==> config.mk <==
export PLATFORM = sky130hd
export DESIGN_NAME = audclk_gen
export DESIGN_NICKNAME = d
export VERILOG_FILES = /design/src/rtl/audclk_pkg.sv /design/src/rtl/audclk_mdiv.sv /design/src/rtl/audclk_bitgen.sv /design/src/rtl/audclk_wordgen.sv /design/src/rtl/audclk_gen.sv
export SDC_FILE = /design/constraint.sdc
export NUM_CORES = 1
export LEC_CHECK = 0
export CORE_ASPECT_RATIO = 1.2
export CORE_MARGIN = 1
export CORE_UTILIZATION = 60
export DETAILED_ROUTE_END_ITERATION = 8
export PLACE_DENSITY_LB_ADDON = 0.08
export SYNTH_ARGS = -nofsm -noshare
export SYNTH_HDL_FRONTEND = slang
export SYNTH_SLANG_ARGS = --single-unit
export TNS_END_PERCENT = 30
==> constraint.sdc <==
create_clock -name clk_i -period 3.5 [get_ports clk_i]
set_input_delay 0.7 -clock clk_i [delete_from_list [all_inputs] [get_ports clk_i]]
set_output_delay 0.7 -clock clk_i [all_outputs]
set_load 0.05 [all_outputs]
==> src/rtl/audclk_pkg.sv <==
package audclk_pkg;
  localparam int DIV_W  = 5;
  localparam int HIGH_W = DIV_W + 1;
  localparam int HALF_W = 3;
  localparam int BIT_W  = 6;

  // master periods per bit-clock half period
  function automatic logic [HALF_W-1:0] half_bit_len(input logic r384, input logic s32);
    int per_sample;
    int per_bit;
    per_sample = r384 ? 384 : 256;
    per_bit    = per_sample / (s32 ? 64 : 32);
    return HALF_W'(per_bit / 2);
  endfunction

  // bit periods in one channel slot
  function automatic logic [BIT_W-1:0] slot_bits(input logic s32);
    return s32 ? BIT_W'(32) : BIT_W'(16);
  endfunction

  // PLL cycles per master period in which the system clock is high
  function automatic logic [HIGH_W-1:0] sys_high_len(input logic [DIV_W-1:0] d);
    return (HIGH_W'(d) + HIGH_W'(2)) >> 1;
  endfunction
endpackage

==> src/rtl/audclk_mdiv.sv <==
module audclk_mdiv
  import audclk_pkg::*;
(
  input  logic             clk_i,
  input  logic             rst_ni,
  input  logic             en_i,
  input  logic [DIV_W-1:0] div_i,
  output logic             run_o,
  output logic             mtick_o,
  output logic             sys_clk_o
);
  logic             run_q;
  logic [DIV_W-1:0] cnt_q;

  assign mtick_o   = run_q && (cnt_q >= div_i);
  assign sys_clk_o = run_q && ({1'b0, cnt_q} < sys_high_len(div_i));
  assign run_o     = run_q;

  always_ff @(posedge clk_i or negedge rst_ni) begin
    if (!rst_ni) begin
      run_q <= 1'b0;
      cnt_q <= '0;
    end else if (!en_i) begin
      run_q <= 1'b0;
      cnt_q <= '0;
    end else begin
      run_q <= 1'b1;
      if (run_q) cnt_q <= mtick_o ? '0 : cnt_q + 1'b1;
    end
  end
endmodule

==> src/rtl/audclk_bitgen.sv <==
module audclk_bitgen
  import audclk_pkg::*;
(
  input  logic clk_i,
  input  logic rst_ni,
  input  logic en_i,
  input  logic step_i,
  input  logic rate384_i,
  input  logic slot32_i,
  output logic bit_clk_o,
  output logic fall_o,
  output logic bit_stb_o
);
  logic [HALF_W-1:0] hcnt_q;
  logic [HALF_W-1:0] half_len;
  logic              last_half;
  logic              bclk_q;
  logic              stb_q;

  assign half_len  = half_bit_len(rate384_i, slot32_i);
  assign last_half = hcnt_q >= (half_len - HALF_W'(1));
  assign fall_o    = step_i && last_half && bclk_q;
  assign bit_clk_o = bclk_q;
  assign bit_stb_o = stb_q;

  always_ff @(posedge clk_i or negedge rst_ni) begin
    if (!rst_ni) begin
      hcnt_q <= '0;
      bclk_q <= 1'b0;
      stb_q  <= 1'b0;
    end else if (!en_i) begin
      hcnt_q <= '0;
      bclk_q <= 1'b0;
      stb_q  <= 1'b0;
    end else begin
      stb_q <= fall_o;
      if (step_i) begin
        if (last_half) begin
          hcnt_q <= '0;
          bclk_q <= ~bclk_q;
        end else begin
          hcnt_q <= hcnt_q + 1'b1;
        end
      end
    end
  end
endmodule

==> src/rtl/audclk_wordgen.sv <==
module audclk_wordgen
  import audclk_pkg::*;
(
  input  logic clk_i,
  input  logic rst_ni,
  input  logic en_i,
  input  logic run_i,
  input  logic fall_i,
  input  logic slot32_i,
  input  logic ws_pol_i,
  output logic ws_o,
  output logic frame_stb_o
);
  logic [BIT_W-1:0] bcnt_q;
  logic             right_q;
  logic             fstb_q;
  logic             slot_end;

  assign slot_end    = bcnt_q >= (slot_bits(slot32_i) - BIT_W'(1));
  assign ws_o        = run_i && (right_q ^ ws_pol_i);
  assign frame_stb_o = fstb_q;

  always_ff @(posedge clk_i or negedge rst_ni) begin
    if (!rst_ni) begin
      bcnt_q  <= '0;
      right_q <= 1'b0;
      fstb_q  <= 1'b0;
    end else if (!en_i) begin
      bcnt_q  <= '0;
      right_q <= 1'b0;
      fstb_q  <= 1'b0;
    end else begin
      fstb_q <= fall_i && slot_end && right_q;
      if (fall_i) begin
        if (slot_end) begin
          bcnt_q  <= '0;
          right_q <= ~right_q;
        end else begin
          bcnt_q <= bcnt_q + 1'b1;
        end
      end
    end
  end
endmodule

==> src/rtl/audclk_gen.sv <==
module audclk_gen
  import audclk_pkg::*;
(
  input  logic             clk_i,
  input  logic             rst_ni,
  input  logic             aud_en_i,
  input  logic [DIV_W-1:0] div_i,
  input  logic             rate384_i,
  input  logic             slot32_i,
  input  logic             ws_pol_i,
  input  logic             data_rdy_i,
  output logic             sys_clk_o,
  output logic             bit_clk_o,
  output logic             ws_o,
  output logic             bit_stb_o,
  output logic             frame_stb_o
);
  logic run_en;
  logic mtick;
  logic bit_step;
  logic fall_evt;

  assign bit_step = mtick && data_rdy_i;

  audclk_mdiv mdiv_i (
    .clk_i    (clk_i),
    .rst_ni   (rst_ni),
    .en_i     (aud_en_i),
    .div_i    (div_i),
    .run_o    (run_en),
    .mtick_o  (mtick),
    .sys_clk_o(sys_clk_o)
  );

  audclk_bitgen bitgen_i (
    .clk_i     (clk_i),
    .rst_ni    (rst_ni),
    .en_i      (aud_en_i),
    .step_i    (bit_step),
    .rate384_i (rate384_i),
    .slot32_i  (slot32_i),
    .bit_clk_o (bit_clk_o),
    .fall_o    (fall_evt),
    .bit_stb_o (bit_stb_o)
  );

  audclk_wordgen wordgen_i (
    .clk_i      (clk_i),
    .rst_ni     (rst_ni),
    .en_i       (aud_en_i),
    .run_i      (run_en),
    .fall_i     (fall_evt),
    .slot32_i   (slot32_i),
    .ws_pol_i   (ws_pol_i),
    .ws_o       (ws_o),
    .frame_stb_o(frame_stb_o)
  );
endmodule

Word level (Yosys, flattened, before mapping)
Cells that the tools add are included.
{"block": "totals", "register_bits": 19, "input_bits": 12, "out_inout_bits": 5, "word_cells": 60}
{"block": "classes", "n_addsub": 7, "n_div": 1, "magnitude_cmp": 4, "eq_ne": 5, "n_mux": 21, "n_bitwise": 4, "reduce_logical": 10}
{"cell": "$div 32x32->32", "count": 1}
{"cell": "$mux 6", "count": 4}
{"cell": "$mux 5", "count": 3}
{"cell": "$ne 2x1->1 const B", "count": 5}
{"cell": "$mux 1", "count": 9}
{"cell": "$mux 3", "count": 3}
{"cell": "$logic_and 1x1->1", "count": 8}
{"cell": "$mux 8", "count": 1}
{"cell": "$mux 7", "count": 1}
{"cell": "$add 5x2->6 const B", "count": 1}
{"cell": "$add 6x1->6 const B", "count": 1}
{"cell": "$ge 6x6->1", "count": 1}
{"cell": "$sub 6x1->6 const B", "count": 1}
{"cell": "$add 5x1->5 const B", "count": 1}
{"cell": "$ge 5x5->1", "count": 1}
{"cell": "$lt 5x5->1", "count": 1}
{"cell": "$reduce_and 2->1", "count": 2}
{"cell": "$add 3x1->3", "count": 1}
{"cell": "$add 3x1->3 const B", "count": 1}
{"cell": "$ge 3x3->1", "count": 1}
{"cell": "$sub 3x1->3 const B", "count": 1}
{"cell": "$not 1->1", "count": 2}
{"cell": "$and 1x1->1", "count": 1}
{"cell": "$xor 1x1->1", "count": 1}

Logic depth before layout (Yosys ltp)
Gate-level depths: netlist (run 1).
{"block": "logic_depth", "word_depth": 11, "mapped_depth": 9, "ltp_nobuf": 9}

Hierarchy
From an unflattened synthesis (run 1), not the netlist that was laid out.
{"block": "unflattened", "cells_unflattened": 151, "area_unflattened_um2": 1461.4}
{"module": "audclk_mdiv", "instances": 1, "cells_each": 66, "area_each_um2": 636.9, "seq_area_each_um2": 150.1}
{"module": "audclk_wordgen", "instances": 1, "cells_each": 46, "area_each_um2": 467.9, "seq_area_each_um2": 200.2}
{"module": "audclk_bitgen", "instances": 1, "cells_each": 38, "area_each_um2": 350.3, "seq_area_each_um2": 125.1}
{"module": "audclk_gen", "instances": 1, "cells_each": 1, "area_each_um2": 6.3, "seq_area_each_um2": 0.0}

Least setup slack after synthesis (run 1)
Ideal clock, no wire load.
{"block": "synth_timing", "kind": "in2out", "start": "in div_i[1]", "end": "out sys_clk_o", "arrival_ns": 2.221, "t_required_ns": 2.800, "slack_ns": 0.579, "cell_stages": 8, "path_cell_list": "ha_1 -> inv_1 -> ha_1 -> o21a_1 -> o21a_1 -> o21a_1 -> o21ai_0 -> and3b_1"}
{"block": "synth_via", "elab_chain_cells": 3}
{"item": "start: declaration", "line": "audclk_gen.sv:7", "text": "input logic [DIV_W-1:0] div_i,"}
{"item": "$add 5x2->6", "line": "audclk_pkg.sv:23", "text": "return (HIGH_W'(d) + HIGH_W'(2)) >> 1;"}
{"item": "$lt 5x5->1", "line": "audclk_mdiv.sv:16", "text": "assign sys_clk_o = run_q && ({1'b0, cnt_q} < sys_high_len(div_i));"}
{"item": "$logic_and 1x1->1", "line": "audclk_mdiv.sv:16"}
{"item": "end: declaration", "line": "audclk_gen.sv:12", "text": "output logic sys_clk_o,"}
No other way between the ends.

Worst setup path in the final report (run 1)
Ends and elaborated chain as after synthesis.

==> results by group, run 1 <==
Synthesis
  – Proportion of synthesized flip-flops having asynchronous set or reset: 100%
  – Top cells by count, synth: sky130_fd_sc_hd__dfrtp_1, sky130_fd_sc_hd__ha_1, sky130_fd_sc_hd__nand2_1
  – Nets in the synthesized netlist: 186
  – Library cell with the largest summed area after synthesis: sky130_fd_sc_hd__dfrtp_1
  – Number of standard cells after synthesis: 155
  – Post-synthesis instance area: 1450 µm²
  – EDFF count, synth: 0
  – Most frequently used flop master after synthesis: sky130_fd_sc_hd__dfrtp_1
  – Unique masters post-synth: 48
  – Number of register bits inferred by synthesis: 19
  – Mean area per synthesized cell: 9.33 µm²
  – Count of synthesis-stage warnings from yosys: 0
  – Main area contributors after synthesis: sky130_fd_sc_hd__dfrtp_1, sky130_fd_sc_hd__ha_1, sky130_fd_sc_hd__nand2_1, sky130_fd_sc_hd__nand3_1, sky130_fd_sc_hd__inv_1
  – Top-area cell type share of the netlist area: 32.9%
  – Proportion of synthesized chip area in sequential cells: 32.9%

Detailed routing
  – DRC violations left: 0
  – Number of DRC markers in iteration 0: 22
  – Post-Route WL: 2650 µm
  – Drt first pass iters: 4
  – Detail-routed via count per cell: 5.85
  – Post-DRT Antenna Nets: 0
  – Number of vias after detailed routing: 1188
  – WL/cell: 13.1 µm

Clock tree
  – Count of cells resized by post-cts repair: 0
  – Register clock-pin slew on the reported worst setup and hold paths: 0.10 ns
  – Clock root buffer master: sky130_fd_sc_hd__clkbuf_4
  – Later-pin clock latency in the skew report: 0.30 ns
  – Number of buffers on the longest clock path: 2
  – Number of sinks handled by clock tree synthesis: 19
  – Post-CTS setup buffers: 0
  – Hold bufs inserted after CTS: 0
  – H-Tree Level Count: 1
  – TritonCTS clock tree: done
  – Number of clock buffers inserted by TritonCTS: 3

Worst setup path
  – Largest fanout of any net on the critical path: 4
  – Worst setup path start: div_i[1]
  – Reg2Reg Launch Point: mdiv_i.cnt_q[4]
  – CP Data Arrival Time: 2.70 ns
  – Cell depth of the worst flop-to-flop path: 7
  – Startpoint class of the critical path: input port
  – Element type at the critical path end: output port
  – Category of the critical setup timing path: in -> out
  – Critical path required time: 2.80 ns

GRT
  – Remaining global-route overflow: 0
  – Global-route wire length before repair: 4710 µm
  – Number of antenna violations at the first check in global routing: 0
  – Maximum number of pins on one net before global-route repair: 29
  – Vias in the first global route: 1140
  – Total global routing track utilization: 24.5%

Die
  – Overall die area: 2610 µm²
  – Die Span X: 46.8 µm
  – Core area: 2280 µm²
  – Placement Rows: 19
  – Initial standard-cell utilization of the core: 63.4%
  – Boundary pin count: 17
  – Overall die height: 55.8 µm

Timing
  – Hold Worst Slack: 0.576 ns
  – Slew Limit Headroom: 42.8%
  – Setup repair after global routing missed its margin: no
  – Minimum clock period after layout: 3.40 ns
  – Largest clock skew in the final design: 0.00283 ns
  – Post-route clock period utilization: 97.3%
  – Setup total negative slack: 0 ns
  – Post-route worst setup slack: 0.0960 ns
  – Hold Fails Final Rpt: 0
  – FMAX: 0.294 GHz
  – Final Max Slew Viols: 0
  – Transition at the pin with the smallest max-transition slack: 0.856 ns
  – Final setup violation count: 0

Final layout
  – Post-route cell area: 1650 µm²
  – Non-Filler Instances: 203
  – Proportion of layout cells with a drive suffix above 1: 9.30%
  – Number of inserted diodes: 0
  – Net count reported at finish: 204
  – Filler Cell Count: 180
  – Final core utilization: 72.5%
  – Synth-to-Final Area Change: 14.4%

Place
  – Placed wire-length estimate: 2050 µm
  – Number of port buffers: 16
  – Final estimated routing congestion in global placement: 0.802
  – Inst Count DP: 199
  – Worst setup slack before clock tree synthesis: 0.0783 ns
  – Post-detailed-placement cell area: 1630 µm²

Pwr
  – Power density normalized to cell area: 254 nW/µm²
  – Relative contribution of combinational cells to total power: 19.8%
  – Portion of total power attributed to sequential cells: 54.3%
  – Clock network fraction of design power: 25.9%
  – Power Total: 0.420 mW
  – Cell leakage power: 0.749 nW
  – Net Switching: 0.114 mW
  – Worst VDD drop: 0.196 mV
  – Fraction of power spent switching nets: 27.2%
  – Cell internal power dissipation: 0.305 mW

Flow run
  – Max-capacitance violation count: 0

Hold path
  – Start point of the worst hold path: wordgen_i.bcnt_q[1]
  – Number of cells traversed by the worst hold path: 2
  – Min-delay worst type: reg -> reg

Run status
  – Run status: finished, final reports clean
placed cells by master, fill, tap and decap left out, drive strengths merged, types with 3 or more instances in the layout:
cell	n
nor2	6
a21boi	3
ha	19
nor2b	4
nor3	3
nand2	19
a21oi	5
clkdlybuf4s50	15
clkbuf	4
mux2i	3
nand3	9
o21ai	8
dfrtp	19
o21a	6
and2	4
nand4b	4
inv	12
worst paths after layout:
path	end	slack [ns]
setup / recovery	sys_clk_o	0.1
hold / removal	wordgen_i.bcnt_q[1]	0.58
setup reg to reg	wordgen_i.bcnt_q[4]	1.40
hold reg to reg	wordgen_i.bcnt_q[1]	0.58
max in group asynchronous	mdiv_i.cnt_q[4]	2.10
min in group asynchronous	mdiv_i.cnt_q[2]	0.88
kinds of logic (layout without fill, tap and decap cells):
family                     Yosys count  in the layout  synth area share, %
and+or+nand+nor                     60             60                 23.2
AOI/OAI and AO/OA                   34             34                 17.4
adders and majority gates           19             19                 16.4
DFF                                 19             19                 32.9
buffers and inverters               16             33                 5.62
xor gates and xnor gates             4              4                 2.42
muxes                                3              3                 2.08
flip-flops by register name, indices dropped and copies added, names as in the netlist:
signal and cells:
wordgen_i.bcnt_q 6, bitgen_i.hcnt_q 3, wordgen_i.right_q 1, mdiv_i.cnt_q 5
wordgen_i.frame_stb_o 1, bitgen_i.bit_stb_o 1, bitgen_i.bit_clk_o 1, mdiv_i.run_o 1
metal layers:
layer	vias up	wire length, µm	global-route usage (%)
li1	593	-	-
met1	570	1180	30.1
met2	20	1350	41.3
met3	5	77	4.22
met4	0	44	8.98
met5	-	0	0
worst max-delay path, stage by stage:
cell                              delay (ns)
sky130_fd_sc_hd__clkdlybuf4s50_1        0.46
sky130_fd_sc_hd__ha_1                   0.31
sky130_fd_sc_hd__inv_1                  0.04
sky130_fd_sc_hd__ha_1                   0.26
sky130_fd_sc_hd__o21a_1                 0.10
sky130_fd_sc_hd__o21a_1                 0.16
sky130_fd_sc_hd__o21a_1                 0.16
sky130_fd_sc_hd__o21ai_0                0.14
sky130_fd_sc_hd__and3b_2                0.23
sky130_fd_sc_hd__buf_12                 0.14
power by group through the flow:
stage / clock network [mW] / logic, mW / registers [mW]
6_report: 0.109 / 0.0831 / 0.228
5_1_grt: 0.122 / 0.0933 / 0.229
4_1_cts: 0.114 / 0.0842 / 0.228
3_5_place_dp: 0 / 0.0836 / 0.232
3_3_place_gp: 0 / 0.0790 / 0.232
2_1_floorplan: 0 / 0.0505 / 0.231
cell type report:
cell class              instances  area (µm²)  share of cell area, %
flip-flops and latches         19         475                   28.7
inverters                      12        45.0                   2.72
well taps                      31        38.8                   2.34
clock buffers                   4        26.3                   1.59
repair buffers                 17         178                   10.7
multi-input cells             120         891                   53.9
(Power assumes the default switching activity.)
==> run 2, diff against run 1 <==
--- a/config.mk
+++ b/config.mk
@@ -8,6 +8,7 @@
 export CORE_ASPECT_RATIO = 1.2
 export CORE_MARGIN = 1
 export CORE_UTILIZATION = 60
+export CTS_CLUSTER_DIAMETER = 30
 export DETAILED_ROUTE_END_ITERATION = 8
 export PLACE_DENSITY_LB_ADDON = 0.08
 export SYNTH_ARGS = -nofsm -noshare
==> results of run 2 <==
Same layout as run 1: the final DEF is identical, and so are final timing and power.
